## src/rtl/uart_rx_pkg.sv

```systemverilog
package uart_rx_pkg;

   typedef enum logic [2:0] {
      RX_IDLE  = 3'd0,
      RX_START = 3'd1,
      RX_DATA  = 3'd2,
      RX_PAR   = 3'd3,
      RX_STOP  = 3'd4
   } rx_state_e;

   typedef struct packed {
      logic [7:0] data;
      logic       bit9;
      logic       ferr;
      logic       perr;
   } rx_char_t;

   function automatic logic [3:0] char_bits(input logic [2:0] code);
      case (code)
         3'b000:  return 4'd5;
         3'b001:  return 4'd6;
         3'b010:  return 4'd7;
         3'b111:  return 4'd9;
         default: return 4'd8;
      endcase
   endfunction

endpackage

```

## src/rtl/uart_rx_sync.sv

```systemverilog
module uart_rx_sync #(
   parameter int         W       = 2,
   parameter int         STAGES  = 2,
   parameter logic [1:0] RST_VAL = 2'b11
) (
   input  logic         clk,
   input  logic         rst_n,
   input  logic [W-1:0] din,
   output logic [W-1:0] dout
);
   if (STAGES < 2) begin : g_bad_stages
      $error("uart_rx_sync: STAGES must be at least 2");
   end
   if (W > 2) begin : g_bad_width
      $error("uart_rx_sync: W must be 1 or 2");
   end

   localparam logic [W-1:0] RV = RST_VAL[W-1:0];

   logic [W-1:0] stg [STAGES];

   for (genvar g = 0; g < STAGES; g++) begin : g_stage
      if (g == 0) begin : g_first
         always_ff @(posedge clk or negedge rst_n) begin
            if (!rst_n) stg[0] <= RV;
            else        stg[0] <= din;
         end
      end else begin : g_next
         always_ff @(posedge clk or negedge rst_n) begin
            if (!rst_n) stg[g] <= RV;
            else        stg[g] <= stg[g-1];
         end
      end
   end

   assign dout = stg[STAGES-1];
endmodule

```

## src/rtl/uart_rx_baud.sv

```systemverilog
module uart_rx_baud #(
   parameter int DIV_W = 16
) (
   input  logic             clk,
   input  logic             rst_n,
   input  logic             run,
   input  logic [DIV_W-1:0] div,
   output logic             tick
);
   if (DIV_W < 2) begin : g_bad_div
      $error("uart_rx_baud: DIV_W must be at least 2");
   end

   logic [DIV_W-1:0] cnt_q;

   always_ff @(posedge clk or negedge rst_n) begin
      if (!rst_n) begin
         cnt_q <= '0;
         tick  <= 1'b0;
      end else if (!run) begin
         cnt_q <= '0;
         tick  <= 1'b0;
      end else if (cnt_q >= div) begin
         cnt_q <= '0;
         tick  <= 1'b1;
      end else begin
         cnt_q <= cnt_q + 1'b1;
         tick  <= 1'b0;
      end
   end

   // with a divider above zero, ticks never come on back-to-back cycles
   p_tick_spacing_r2: assert property (@(posedge clk) disable iff (!rst_n)
      (tick && run && div != '0 && $stable(div)) |=> !tick);
endmodule

```

## src/rtl/uart_rx_frame.sv

```systemverilog
module uart_rx_frame import uart_rx_pkg::*; #(
   parameter int OVS = 16
) (
   input  logic       clk,
   input  logic       rst_n,
   input  logic       en,
   input  logic       sync_mode,
   input  logic       tick,
   input  logic       strobe,
   input  logic       line,
   input  logic [2:0] char_size,
   input  logic [1:0] parity_mode,
   output logic       push,
   output rx_char_t   char_o
);
   if (OVS < 4 || (OVS & (OVS - 1)) != 0) begin : g_bad_ovs
      $error("uart_rx_frame: OVS must be a power of two, at least 4");
   end

   localparam int           CW   = $clog2(OVS);
   localparam logic [CW-1:0] MID  = CW'(OVS / 2 - 1);
   localparam logic [CW-1:0] LAST = CW'(OVS - 1);

   rx_state_e     state_q;
   logic [CW-1:0] cnt_q;
   logic [3:0]    bidx_q;
   logic [8:0]    shreg_q;
   logic          par_acc_q;
   logic          perr_q;
   logic          prev_hi_q;
   logic [3:0]    nbits;
   logic          par_on;
   logic          samp;

   assign nbits  = char_bits(char_size);
   assign par_on = parity_mode[1];
   assign samp   = sync_mode ? strobe : (tick && cnt_q == LAST);

   always_ff @(posedge clk or negedge rst_n) begin
      if (!rst_n) begin
         state_q   <= RX_IDLE;
         cnt_q     <= '0;
         bidx_q    <= '0;
         shreg_q   <= '0;
         par_acc_q <= 1'b0;
         perr_q    <= 1'b0;
         prev_hi_q <= 1'b0;
         push      <= 1'b0;
         char_o    <= '0;
      end else begin
         push <= 1'b0;
         if (tick) prev_hi_q <= line;
         if (!en) begin
            state_q <= RX_IDLE;
         end else begin
            case (state_q)
               RX_IDLE: begin
                  cnt_q     <= '0;
                  bidx_q    <= '0;
                  shreg_q   <= '0;
                  par_acc_q <= 1'b0;
                  perr_q    <= 1'b0;
                  if (sync_mode) begin
                     if (strobe && !line) state_q <= RX_DATA;
                  end else if (tick && prev_hi_q && !line) begin
                     state_q <= RX_START;
                  end
               end
               RX_START: begin
                  if (tick) begin
                     if (cnt_q == MID) begin
                        cnt_q   <= '0;
                        state_q <= line ? RX_IDLE : RX_DATA;
                     end else begin
                        cnt_q <= cnt_q + 1'b1;
                     end
                  end
               end
               RX_DATA: begin
                  if (!sync_mode && tick) cnt_q <= cnt_q + 1'b1;
                  if (samp) begin
                     shreg_q[bidx_q] <= line;
                     par_acc_q       <= par_acc_q ^ line;
                     bidx_q          <= bidx_q + 4'd1;
                     if (bidx_q == nbits - 4'd1)
                        state_q <= par_on ? RX_PAR : RX_STOP;
                  end
               end
               RX_PAR: begin
                  if (!sync_mode && tick) cnt_q <= cnt_q + 1'b1;
                  if (samp) begin
                     perr_q  <= (par_acc_q ^ line) != parity_mode[0];
                     state_q <= RX_STOP;
                  end
               end
               RX_STOP: begin
                  if (!sync_mode && tick) cnt_q <= cnt_q + 1'b1;
                  if (samp) begin
                     push        <= 1'b1;
                     char_o.data <= shreg_q[7:0];
                     char_o.bit9 <= (nbits == 4'd9) & shreg_q[8];
                     char_o.ferr <= !line;
                     char_o.perr <= perr_q;
                     state_q     <= RX_IDLE;
                  end
               end
               default: state_q <= RX_IDLE;
            endcase
         end
      end
   end

   // a start that is high again at mid-bit is abandoned without a push
   p_false_start_r1: assert property (@(posedge clk) disable iff (!rst_n)
      (en && !sync_mode && state_q == RX_START && tick && cnt_q == MID && line)
      |=> (state_q == RX_IDLE && !push));

   // disabled receiver stays idle and never pushes
   p_disabled_idle_r10: assert property (@(posedge clk) disable iff (!rst_n)
      !en |=> (state_q == RX_IDLE && !push));

   // a character is pushed only out of the first stop bit
   p_push_from_stop_r6: assert property (@(posedge clk) disable iff (!rst_n)
      push |-> $past(state_q) == RX_STOP);

   // the parity slot is only visited when parity checking is on
   p_parity_slot_r5: assert property (@(posedge clk) disable iff (!rst_n)
      (state_q == RX_PAR) |-> parity_mode[1]);
endmodule

```

## src/rtl/uart_rx_fifo.sv

```systemverilog
module uart_rx_fifo import uart_rx_pkg::*; #(
   parameter int DEPTH = 2
) (
   input  logic     clk,
   input  logic     rst_n,
   input  logic     push,
   input  rx_char_t wdata,
   input  logic     pop,
   output logic     valid,
   output rx_char_t head,
   output logic     head_ovr
);
   if (DEPTH < 2 || (DEPTH & (DEPTH - 1)) != 0) begin : g_bad_depth
      $error("uart_rx_fifo: DEPTH must be a power of two, at least 2");
   end

   localparam int PW   = $clog2(DEPTH);
   localparam int CNTW = PW + 1;
   localparam logic [CNTW-1:0] FULL_CNT = CNTW'(DEPTH);

   rx_char_t        mem_q [DEPTH];
   logic [DEPTH-1:0] ovr_q;
   logic [PW-1:0]   wp_q, rp_q, wp_last;
   logic [CNTW-1:0] cnt_q;
   logic            full, empty, do_pop, do_push;

   assign full    = (cnt_q == FULL_CNT);
   assign empty   = (cnt_q == '0);
   assign do_pop  = pop && !empty;
   assign do_push = push && (!full || do_pop);
   assign wp_last = wp_q - 1'b1;

   always_ff @(posedge clk or negedge rst_n) begin
      if (!rst_n) begin
         for (int i = 0; i < DEPTH; i++) mem_q[i] <= '0;
         ovr_q <= '0;
         wp_q  <= '0;
         rp_q  <= '0;
         cnt_q <= '0;
      end else begin
         if (do_push) begin
            mem_q[wp_q] <= wdata;
            ovr_q[wp_q] <= 1'b0;
            wp_q        <= wp_q + 1'b1;
         end else if (push) begin
            ovr_q[wp_last] <= 1'b1;
         end
         if (do_pop) rp_q <= rp_q + 1'b1;
         cnt_q <= cnt_q + CNTW'(do_push) - CNTW'(do_pop);
      end
   end

   assign valid    = !empty;
   assign head     = empty ? '0 : mem_q[rp_q];
   assign head_ovr = !empty && ovr_q[rp_q];

   // occupancy never exceeds the queue depth
   p_count_bound_r7: assert property (@(posedge clk) disable iff (!rst_n)
      cnt_q <= FULL_CNT);

   // a pop without a push removes exactly one entry
   p_pop_one_r7: assert property (@(posedge clk) disable iff (!rst_n)
      (pop && valid && !push) |=> cnt_q == $past(cnt_q) - 1'b1);

   // a push into a full queue keeps it full and marks the newest entry
   p_overrun_mark_r8: assert property (@(posedge clk) disable iff (!rst_n)
      (push && full && !pop) |=> (full && ovr_q[wp_last] && $stable(rp_q)));
endmodule

```

## src/rtl/uart_rx_status_fifo.sv

```systemverilog
module uart_rx_status_fifo import uart_rx_pkg::*; #(
   parameter int DEPTH       = 2,
   parameter int DIV_W       = 16,
   parameter int SYNC_STAGES = 2,
   parameter int OVS         = 16
) (
   input  logic             clk,
   input  logic             rst_n,
   input  logic             rx_en,
   input  logic             sync_mode,
   input  logic             sclk_edge_sel,
   input  logic             sclk_in,
   input  logic             rxd_in,
   input  logic [2:0]       char_size,
   input  logic [1:0]       parity_mode,
   input  logic [DIV_W-1:0] baud_div,
   input  logic             rd_pop,
   output logic             rd_valid,
   output logic [7:0]       rd_data,
   output logic             rd_bit9,
   output logic             rd_frame_err,
   output logic             rd_parity_err,
   output logic             rd_overrun
);
   logic [1:0] pins_s;
   logic       line, sclk_s, sclk_d;
   logic       tick, strobe, rise, fall;
   logic       push;
   rx_char_t   char_w, head;

   uart_rx_sync #(.W(2), .STAGES(SYNC_STAGES), .RST_VAL(2'b11)) u_sync (
      .clk  (clk),
      .rst_n(rst_n),
      .din  ({sclk_in, rxd_in}),
      .dout (pins_s)
   );
   assign line   = pins_s[0];
   assign sclk_s = pins_s[1];

   always_ff @(posedge clk or negedge rst_n) begin
      if (!rst_n) sclk_d <= 1'b1;
      else        sclk_d <= sclk_s;
   end
   assign rise   = sclk_s & ~sclk_d;
   assign fall   = ~sclk_s & sclk_d;
   assign strobe = sync_mode && (sclk_edge_sel ? fall : rise);

   uart_rx_baud #(.DIV_W(DIV_W)) u_baud (
      .clk  (clk),
      .rst_n(rst_n),
      .run  (rx_en && !sync_mode),
      .div  (baud_div),
      .tick (tick)
   );

   uart_rx_frame #(.OVS(OVS)) u_frame (
      .clk        (clk),
      .rst_n      (rst_n),
      .en         (rx_en),
      .sync_mode  (sync_mode),
      .tick       (tick),
      .strobe     (strobe),
      .line       (line),
      .char_size  (char_size),
      .parity_mode(parity_mode),
      .push       (push),
      .char_o     (char_w)
   );

   uart_rx_fifo #(.DEPTH(DEPTH)) u_fifo (
      .clk     (clk),
      .rst_n   (rst_n),
      .push    (push),
      .wdata   (char_w),
      .pop     (rd_pop),
      .valid   (rd_valid),
      .head    (head),
      .head_ovr(rd_overrun)
   );

   assign rd_data       = head.data;
   assign rd_bit9       = head.bit9;
   assign rd_frame_err  = head.ferr;
   assign rd_parity_err = head.perr;

   // only one sampling edge kind is ever taken in synchronous mode
   p_one_edge_r9: assert property (@(posedge clk) disable iff (!rst_n)
      strobe |-> (sclk_edge_sel ? !sclk_s : sclk_s));

   // the queue is empty and reads zero on the first cycle after reset
   p_reset_empty_r11: assert property (@(posedge clk) disable iff (!rst_n)
      $rose(rst_n) |-> (!rd_valid && rd_data == 8'h00));
endmodule

```

## config.mk

```make
export PLATFORM = sky130hd
export DESIGN_NAME = uart_rx_status_fifo
export DESIGN_NICKNAME = d
export VERILOG_FILES = /design/src/rtl/uart_rx_pkg.sv /design/src/rtl/uart_rx_sync.sv /design/src/rtl/uart_rx_baud.sv /design/src/rtl/uart_rx_frame.sv /design/src/rtl/uart_rx_fifo.sv /design/src/rtl/uart_rx_status_fifo.sv
export SDC_FILE = /design/constraint.sdc
export NUM_CORES = 1
export LEC_CHECK = 0
export BUFFER_PORTS_ARGS = -buffer_cell sky130_fd_sc_hd__buf_2
export CAP_MARGIN = 0
export CORE_ASPECT_RATIO = 1.25
export CORE_MARGIN = 1.5
export CORE_UTILIZATION = 39
export CTS_CLUSTER_SIZE = 30
export DETAILED_ROUTE_END_ITERATION = 10
export PLACE_DENSITY = 0.6
export SLEW_MARGIN = 20
export SYNTH_ARGS = -nofsm -noshare
export SYNTH_HDL_FRONTEND = slang
export SYNTH_SLANG_ARGS = --single-unit
```

## constraint.sdc

```tcl
create_clock -name clk -period 3.4 [get_ports clk]
set_input_delay 1.02 -clock clk [delete_from_list [all_inputs] [get_ports clk]]
set_output_delay 1.02 -clock clk [all_outputs]
set_load 0.01 [all_outputs]
```

Yosys cells after proc, flatten, opt, wreduce, memory -nomap -nowiden

Cells that the tools add are included.

Flip-flop bits (word level): 85
Input bits: 29
Logic and storage cells: 170

$add $sub $neg: 9
$lt $le $gt $ge: 11
Equal/unequal tests: 25
Multiplexer cells: 53
Bitwise logic cells: 11
Reductions and logical operators: 32

Operators by type and width:

| cell                    | count |
|---|---|
| $mux W11                | 5 |
| $mux W3                 | 11 |
| $mux W16                | 2 |
| $bwmux W22              | 1 |
| $pmux W9 S2             | 1 |
| $add A16 B1 Y16 const B | 1 |
| $ge A16 B16 Y1          | 1 |
| $mux W4                 | 4 |
| $pmux W4 S4             | 1 |
| $ne A3 B2 Y1 const B    | 5 |
| $pmux W3 S5             | 1 |
| $logic_and A1 B1 Y1     | 14 |
| $mux W1                 | 14 |
| $pmux W4 S3             | 1 |
| $demux W11 S1           | 1 |
| $bwmux W9               | 1 |
| $eq A3 B2 Y1 const B    | 3 |
| $mux W9                 | 1 |
| $reduce_and A3 Y1       | 3 |
| $add A4 B1 Y4 const B   | 2 |
| $eq A4 B4 Y1 const B    | 2 |
| $ne A4 B3 Y1 const B    | 2 |
| $pmux W4 S2             | 1 |
| $reduce_and A8 Y1       | 1 |
| other kinds (39)        | 62 |

Logic depth before layout (Yosys ltp)

Gate-level depths: netlist of the first run.

Depth after elaboration: 9
Mapped depth: 8
Mapped depth without buffers: 7

Cells and area by module

Synthesis of the first run repeated with hierarchy kept, for this count alone.

Cell total of the unflattened synthesis: 445
Area total of the unflattened synthesis: 4,770.8 µm²

Modules (own cells, without submodules):

| module              | instances | cells an instance | area each (µm²) | sequential area each (µm²) |
|---|---|---|---|---|
| uart_rx_frame       | 1         | 198               | 2,072.0         | 875.8 |
| uart_rx_fifo        | 1         | 108               | 1,315.0         | 700.7 |
| uart_rx_baud        | 1         | 128               | 1,207.4         | 425.4 |
| uart_rx_sync        | 1         | 6                 | 120.1           | 105.1 |
| uart_rx_status_fifo | 1         | 5                 | 56.3            | 26.3 |

Worst setup path before layout of the first run

Ideal clock, no wire load.

Path kind: input port to flip-flop
Start: input port baud_div[13]
End: register u_baud.cnt_q[10]
Data arrival time: 2,552 ps
Data required time: 3,264 ps
Path slack: 712 ps
Stages on the path: 8
Path buffers: 1
Path through: inv_1 -> ha_1 -> nand4_1 -> nor3_1 -> o2111ai_1 -> o211ai_1 -> clkbuf_1 -> nor3_1

Longest elaborated chain between the ends: 3

RTL lines:

| element                | RTL line                  | source |
|---|---|---|
| start: declaration     | uart_rx_status_fifo.sv:16 | `input logic [DIV_W-1:0] baud_div,` |
| $ge A16 B16 Y1         | uart_rx_baud.sv:23        | `end else if (cnt_q >= div) begin` |
| $mux W16               | uart_rx_baud.sv:23        |  |
| $mux W16               | uart_rx_baud.sv:20        | `end else if (!run) begin` |
| end signal: assignment | uart_rx_baud.sv:27        | `cnt_q <= cnt_q + 1'b1;` |
| end: declaration       | uart_rx_baud.sv:14        | `logic [DIV_W-1:0] cnt_q;` |

No other way between the ends.
A chain may end at the register's enable or synchronous reset.

Worst setup path after layout of the first run

Start: register u_fifo.rp_q
End: output port rd_data[7]

Longest elaborated chain between the ends: 5

RTL lines:

| element                                     | RTL line                  | source |
|---|---|---|
| start: declaration                          | uart_rx_fifo.sv:23        | `logic [PW-1:0] wp_q, rp_q, wp_last;` |
| start signal: assignment                    | uart_rx_fifo.sv:48        | `if (do_pop) rp_q <= rp_q + 1'b1;` |
| $not A1 Y2 (not written as such)            | uart_rx_fifo.sv:54        | `assign head = empty ? '0 : mem_q[rp_q];` |
| $mux W11 (not written as such) (3 in a row) | uart_rx_fifo.sv:54        |  |
| $mux W11                                    | uart_rx_fifo.sv:54        |  |
| end: declaration                            | uart_rx_status_fifo.sv:19 | `output logic [7:0] rd_data,` |

No other way between the ends. The select of a mux whose other input is x is not followed.

==> results by group, run 1 <==
Clock tree
  – Post-CTS setup buffers: 0
  – CTS tree: built
  – Hold_buf cts: 0
  – Clock sinks: 85
  – Clk Latency, worst-skew pair: 340 ps
  – CTS root buffer: clkbuf_16
  – Inserted Clock Buffers: 9
  – H-tree level count: 3
  – CTS resizes: 0
  – CTS clk-pin slew, worst paths: 60 ps
  – Max clock buf depth: 2

Power
  – Leak: 0.002555 uW
  – Internal power: 1799 uW
  – Logic pwr share: 16.8%
  – Sw frac: 28.57%
  – NetSw: 719.6 uW
  – Power share of the clock group: 36.4%
  – Power per cell area: 480.3 mW/mm^2
  – Peak supply drop: 215.8 uV
  – Seq pwr share: 46.8%

Route
  – DR vias: 3,292
  – Drt pass-1 iters: 4
  – # DRC: 0
  – Final wirelength: 8948 um
  – Initial drt markers: 159
  – Final ANT Viol Nets: 0
  – Wire length per cell after detailed routing: 14.50 um
  – Drt via density: 5.335

Synthesis
  – Ys async rst share: 100.0%
  – Yosys top cell by area: dfrtp_1
  – Syn Std Cell Area: 0.004618 mm^2
  – Seq/Total Area, Yosys: 46.19%
  – Top-area cell type share of the netlist area: 43.35%
  – Syn Area/Cell: 10.57 um^2
  – Cells after synthesis: 437
  – Synth Flop Type: dfrtp_1
  – Ranking of synthesized cells by area: dfrtp_1 (43%), mux2_2 (7.8%), ha_1 (6.5%)
  – Register bit count reported by yosys: 85
  – Syn Nets: 490
  – Post-synth EDFFs: 0
  – Ys Warns: 0
  – Synth cell types: 54

Die
  – Core area: 0.01156 mm^2
  – Die area: 0.01251 mm^2
  – I/O pin count: 42
  – Die W: 100.3 um
  – Die H: 124.7 um
  – FP Rows: 44
  – Initial Util: 39.95%

Worst setup path
  – Worst setup EP type: output pin
  – CP startpoint kind: flip-flop
  – Worst reg2reg path depth: 6
  – RR Startpoint: u_frame.cnt_q[0]
  – FF-to-FF End: u_frame.shreg_q[2]
  – Critical Path RT: 2380 ps
  – Worst Path Max Fanout: 13
  – Worst R2R Setup Slack: 1150 ps
  – Worst Path Arrival: 1620 ps
  – Worst setup path start: u_fifo.rp_q
  – Kind of critical path: reg -> out
  – CP endpoint: rd_data[7]

Timing
  – Least-Margin Pin Slew: 733.3 ps
  – Slew Viols, Final: 0
  – Minimum clock period after layout: 2640 ps
  – Crit share post-route: 77.65%
  – Fin. Hold Viols: 0
  – RSZ-0062 raised after global routing: no
  – Clock skew: 7.033 ps
  – Setup TNS: 0 ps
  – Final setup vio count: 0
  – Relative slew slack: 51.12%
  – Max Freq: 0.3788 GHz

Global routing
  – Initial antenna violation count: 0
  – Largest net degree at the start of global routing: 45
  – Vias in the first global route: 3,342
  – Total GRT Usage: 15.59%
  – Remaining Overflow, GRT: 0
  – First-pass GRT wire length: 15,640 um

Cells and area
  – Number of diodes: 0
  – Layout Nets: 527
  – Share of layout cells above drive strength 1: 21.50%
  – Non-filler cells, final: 617
  – Area grow syn2layout: 13.55%

Place
  – HPWL after DPL: 6521 um
  – Placed cell count: 601
  – PortBufs: 41
  – Routability cong.: 0.7497

Status
  – Status: finished clean

Run
  – Max-cap violations: 0

Hold path
  – Hold Path Class: reg -> reg
per-stage QoR:
step / cell area (um^2) / hold slack, ps / worst slack (ps) / total power (uW) / utilization (%)
after global placement: 4964 / 345.3 / 657.9 / 1613 / 42.93
after global routing: 5244 / 363.0 / 636.6 / 2666 / 45.36
after CTS: 5244 / 358.7 / 703.9 / 2557 / 45.36
final: 5244 / 357.0 / 759.8 / 2518 / 45.36
after detailed placement: 4964 / 349.2 / 635.3 / 1627 / 42.93
after floorplan: 4618 / 345.2 / 712.1 / 1491 / -
registers in the layout (all words and copies together), names as in the netlist, 2 cells and up:
register	count
u_sync.dout	2
u_frame.char_o	11
u_frame.bidx_q	4
u_baud.cnt_q	16
u_frame.shreg_q	9
u_frame.cnt_q	4
u_fifo.mem_q	22
u_fifo.cnt_q	2
u_fifo.ovr_q	2
u_sync.stg	2
u_frame.state_q	3
how the worst min path moves through the flow:
stage          depth (start not counted)     startpoint             end  slack, ps
2_1_floorplan                          0  u_sync.stg[2]  u_sync.dout[0]        350
3_3_place_gp                           0  u_sync.stg[3]  u_sync.dout[1]        350
3_5_place_dp                           0  u_sync.stg[2]  u_sync.dout[0]        350
4_1_cts                                0  u_sync.stg[2]  u_sync.dout[0]        360
5_1_grt                                0  u_sync.stg[2]  u_sync.dout[0]        360
6_report                               0  u_sync.stg[2]  u_sync.dout[0]        360
cells in the final DEF (no fill, tap or decap), types with 3 or more instances in the layout:
master and instances:
dfrtp_1 80, o21ai_0 15, o211ai_1 4, a211oi_1 5, nand3b_1 3, nor2_1 25, nor3b_1 5, mux2i_1 22
nand2b_1 8, xor2_1 9, nor4_1 3, and3_1 5, xnor2_1 12, inv_1 27, dfstp_2 5, o21a_1 4
clkbuf_16 9, buf_4 5, nand3_1 13, nand2_1 27, o31ai_1 3, nor3_1 22, a21o_1 5, mux2_2 32
nor2b_1 7, buf_2 40, ha_1 24, nand4_1 6, a21oi_1 9, o2111ai_1 3
cells by family (layout without fill, tap and decap cells):
family	count (synthesis)	in the layout	share of synthesized area, %
fa+ha+maj	24	24	6.502
compound gates	64	64	9.402
flops	85	85	46.19
xor+xnor	21	21	3.983
simple gates	142	142	17.31
mux	54	54	12.57
buf+inv	47	89	4.037
critical path, cell delays in order (launching register included):
cell and delay (ps):
dfrtp_1 820, mux2i_1 280, nor2_1 50, buf_2 130
final cells by class:
class	count	area, um^2
clock buffers	13	260.3
clock inverters	3	20.02
fillers	1107	6317
inverters	27	101.3
multi-input cells	305	2298
flip-flops and latches	85	2133
well taps	138	172.7
repair buffers	46	257.7
power by group through the flow:
stage	sequential (uW)	combinational [uW]	clock (uW)
floorplan	1120	368	0
finish	1180	423	917
detailed placement	1200	429	0
CTS	1180	432	946
global placement	1190	420	0
global route	1190	482	993
synth_stat cells, drive strengths merged (3+ instances only):
library cell,instances
o2111ai,3
mux2,32
nor4,3
o21a,4
o31ai,3
a21o,5
nor4b,6
a21oi,9
a21boi,3
dfrtp,80
nor2b,7
xor2,9
nand2,27
buf,6
o211ai,4
mux2i,22
and3,5
nand4,6
nor3b,5
dfstp,5
ha,24
clkbuf,14
xnor2,12
nor3,22
nand2b,8
nor2,25
o21ai,16
nand3b,3
nand3,13
a211oi,5
inv,27
metal layers:
layer / up-vias / part of all wire (%) / global-route usage, %
met5: - / 0 / 0
met4: 0 / 1.4 / 5.302
met3: 11 / 3.3 / 4.040
met2: 59 / 49 / 25.73
met1: 1593 / 46 / 19.69
li1: 1629 / - / -
(Power assumes the default switching activity.)
==> run 2, diff against run 1 <==
--- a/config.mk
+++ b/config.mk
@@ -12,7 +12,7 @@
 export CORE_UTILIZATION = 39
 export CTS_CLUSTER_SIZE = 30
 export DETAILED_ROUTE_END_ITERATION = 10
-export PLACE_DENSITY = 0.6
+export PLACE_DENSITY = 0.62
 export SLEW_MARGIN = 20
 export SYNTH_ARGS = -nofsm -noshare
 export SYNTH_HDL_FRONTEND = slang
==> constraint.sdc (replaced) <==
create_clock -name clk -period 2.2 [get_ports clk]
set_input_delay 0.66 -clock clk [delete_from_list [all_inputs] [get_ports clk]]
set_output_delay 0.66 -clock clk [all_outputs]
set_load 0.01 [all_outputs]
==> results by group, run 2 (synthesized netlist as in run 1, its figures left out) <==
Route
  – Drt pass-1 iters: 4 (unchanged)
  – DR WL met3: 298 um (+1.0%)
  – Initial drt markers: 111 (-30%)
  – Max Used Layer: met4
  – # DRC: 0 (unchanged)
  – Final ANT Viol Nets: 0 (unchanged)
  – Wire length per cell after detailed routing: 14.45 um (-0.38%)
  – Wire length on met2: 4461 um (+1.4%)
  – Drt via density: 5.280 (-1.0%)
  – DR vias: 3,374 (+2.5%)
  – Met1 wire length: 4305 um (+4.3%)
  – Final wirelength: 9232 um (+3.2%)

Worst setup path
  – Slowest stage cell on the critical path: dfrtp_1
  – CP startpoint kind: flip-flop
  – Worst Path Max Fanout: 11 (-2)
  – Delay-heaviest family, CP: flip-flops
  – Critical path buffers and inverters: 2 (+1)
  – Crit-path cells: nor2_1 -> buf_4 -> nor2_1 -> buf_2
  – Worst Path Arrival: 1400 ps (-220 ps)
  – Critical Path RT: 1540 ps (-840 ps)
  – Kind of critical path: reg -> out
  – Slowest Stage Delay on Critical Path: 400 ps (-420 ps)
  – Worst setup EP type: output pin
  – Most Frequent Cell on Critical Path: nor2_1

Die
  – FP Rows: 44 (unchanged)
  – Die H: 124.7 um (unchanged)
  – Core area: 0.01156 mm^2 (unchanged)
  – Die area: 0.01251 mm^2 (unchanged)
  – I/O pin count: 42 (unchanged)
  – Initial Util: 39.95% (unchanged)
  – Die W: 100.3 um (unchanged)

Place
  – Placed cell count: 623 (+3.7%)
  – Routability cong.: 0.7925 (+5.7%)
  – HPWL after DPL: 6821 um (+4.6%)
  – Place WS: -130.6 ps (-765.9 ps)
  – PortBufs: 41 (unchanged)
  – DP Area: 0.005318 mm^2 (+7.1%)

Clock tree
  – CTS resizes: 0 (unchanged)
  – Max clock buf depth: 2 (unchanged)
  – Post-CTS setup buffers: 0 (unchanged)
  – Clock sinks: 85 (unchanged)
  – Hold_buf cts: 0 (unchanged)
  – CTS root buffer: clkbuf_16
  – Inserted Clock Buffers: 9 (unchanged)
  – CTS clk-pin slew, worst paths: 70 ps (about the same)
  – H-tree level count: 3 (unchanged)
  – Clk Latency, worst-skew pair: 330 ps (about the same)
  – CTS tree: built

Timing
  – Fin. Hold Viols: 0 (unchanged)
  – RSZ-0062 raised after global routing: no
  – Crit share post-route: 93.53%
  – Relative slew slack: 34.04% (-17 points)
  – Minimum clock period after layout: 2058 ps
  – Least-Margin Pin Slew: 985.7 ps (+252.4 ps)
  – Max Freq: 0.4860 GHz
  – Worst setup margin: 142.4 ps (-617.4 ps)
  – Setup TNS: 0 ps (unchanged)
  – Clock skew: 10.22 ps (+3.182 ps)
  – Slew Viols, Final: 0 (unchanged)
  – Final setup vio count: 0 (unchanged)

Power
  – Power per cell area: 747.4 mW/mm^2 (+56%)
  – Peak supply drop: 325.5 uV (+51%)
  – Leak: 0.002689 uW (+5.2%)
  – Final Power: 4224 uW (+68%)

Cells and area
  – Largest register FFs: 22 (unchanged)
  – Share of layout cells above drive strength 1: 31.14% (+9.6 points)
  – Commonest cells after routing, fill and taps aside: dfrtp_1 (80), buf_2 (40), mux2_2 (32)
  – Number of diodes: 0 (unchanged)
  – Commonest non-fill, non-tap cell in the layout: dfrtp_1
  – Final Instance Area: 0.005652 mm^2 (+7.8%)
  – Area grow syn2layout: 22.38%
  – Non-filler cells, final: 639 (+3.6%)
  – Largest Register: u_fifo.mem_q
  – Biggest regs: u_fifo.mem_q (22), u_baud.cnt_q (16), u_frame.char_o (11)
  – Layout Nets: 549 (+4.2%)

Global routing
  – Initial antenna violation count: 0 (unchanged)
  – Remaining Overflow, GRT: 0 (unchanged)
  – Total GRT Usage: 15.71% (+0.12 points)
  – Largest net degree at the start of global routing: 86 (+91%)
  – First-pass GRT wire length: 15,950 um (+2.0%)
  – Vias in the first global route: 3,394 (+1.6%)

Status
  – Status: finished clean

Run
  – Max-cap violations: 0 (unchanged)

Hold path
  – Hold Path Class: in -> async
==> run 2: report_power, final <==
part	switching [uW]	internal, uW	total [uW]
clock	622	1030	1660
combinational	456	367	823
sequential	93.1	1650	1750
total	1170	3050	4220
==> run 2: path summary, 6_finish.rpt <==
path	to	cells after the start	startpoint	slack (ps)
max in group asynchronous	u_sync.stg[3]	2	rst_n	1480
min in group clk	u_sync.dout[1]	0	u_sync.stg[3]	360
min reg2reg	u_sync.dout[1]	0	u_sync.stg[3]	360
max reg2reg	u_frame.shreg_q[2]	6	u_frame.cnt_q[0]	150
max	rd_parity_err	4	u_fifo.cnt_q[0]	140
min	u_fifo.cnt_q[1]	2	rst_n	340
==> run 2: layout make-up <==
type	count	area, um^2
fill	1070	5909
multi-input combinational	305	2451
sequential	85	2133
timing repair buffer	68	447.9
clock buffer	10	239.0
tap	138	172.7
inverter	27	113.9
clock inverter	6	93.84
==> run 2: through the flow <==
stage                     utilization, %  hold slack [ps]
after floorplan                        -            345.2
after global placement             46.00            345.8
after detailed placement           46.00            350.1
after CTS                          48.87            359.5
after global routing               48.89            363.5
final                              48.89            344.0
==> run 2: per-layer routing <==
layer	vias up	global-route usage [%]
li1	1675	-
met1	1629	20.35
met2	54	25.97
met3	16	2.806
met4	0	5.882
met5	-	0
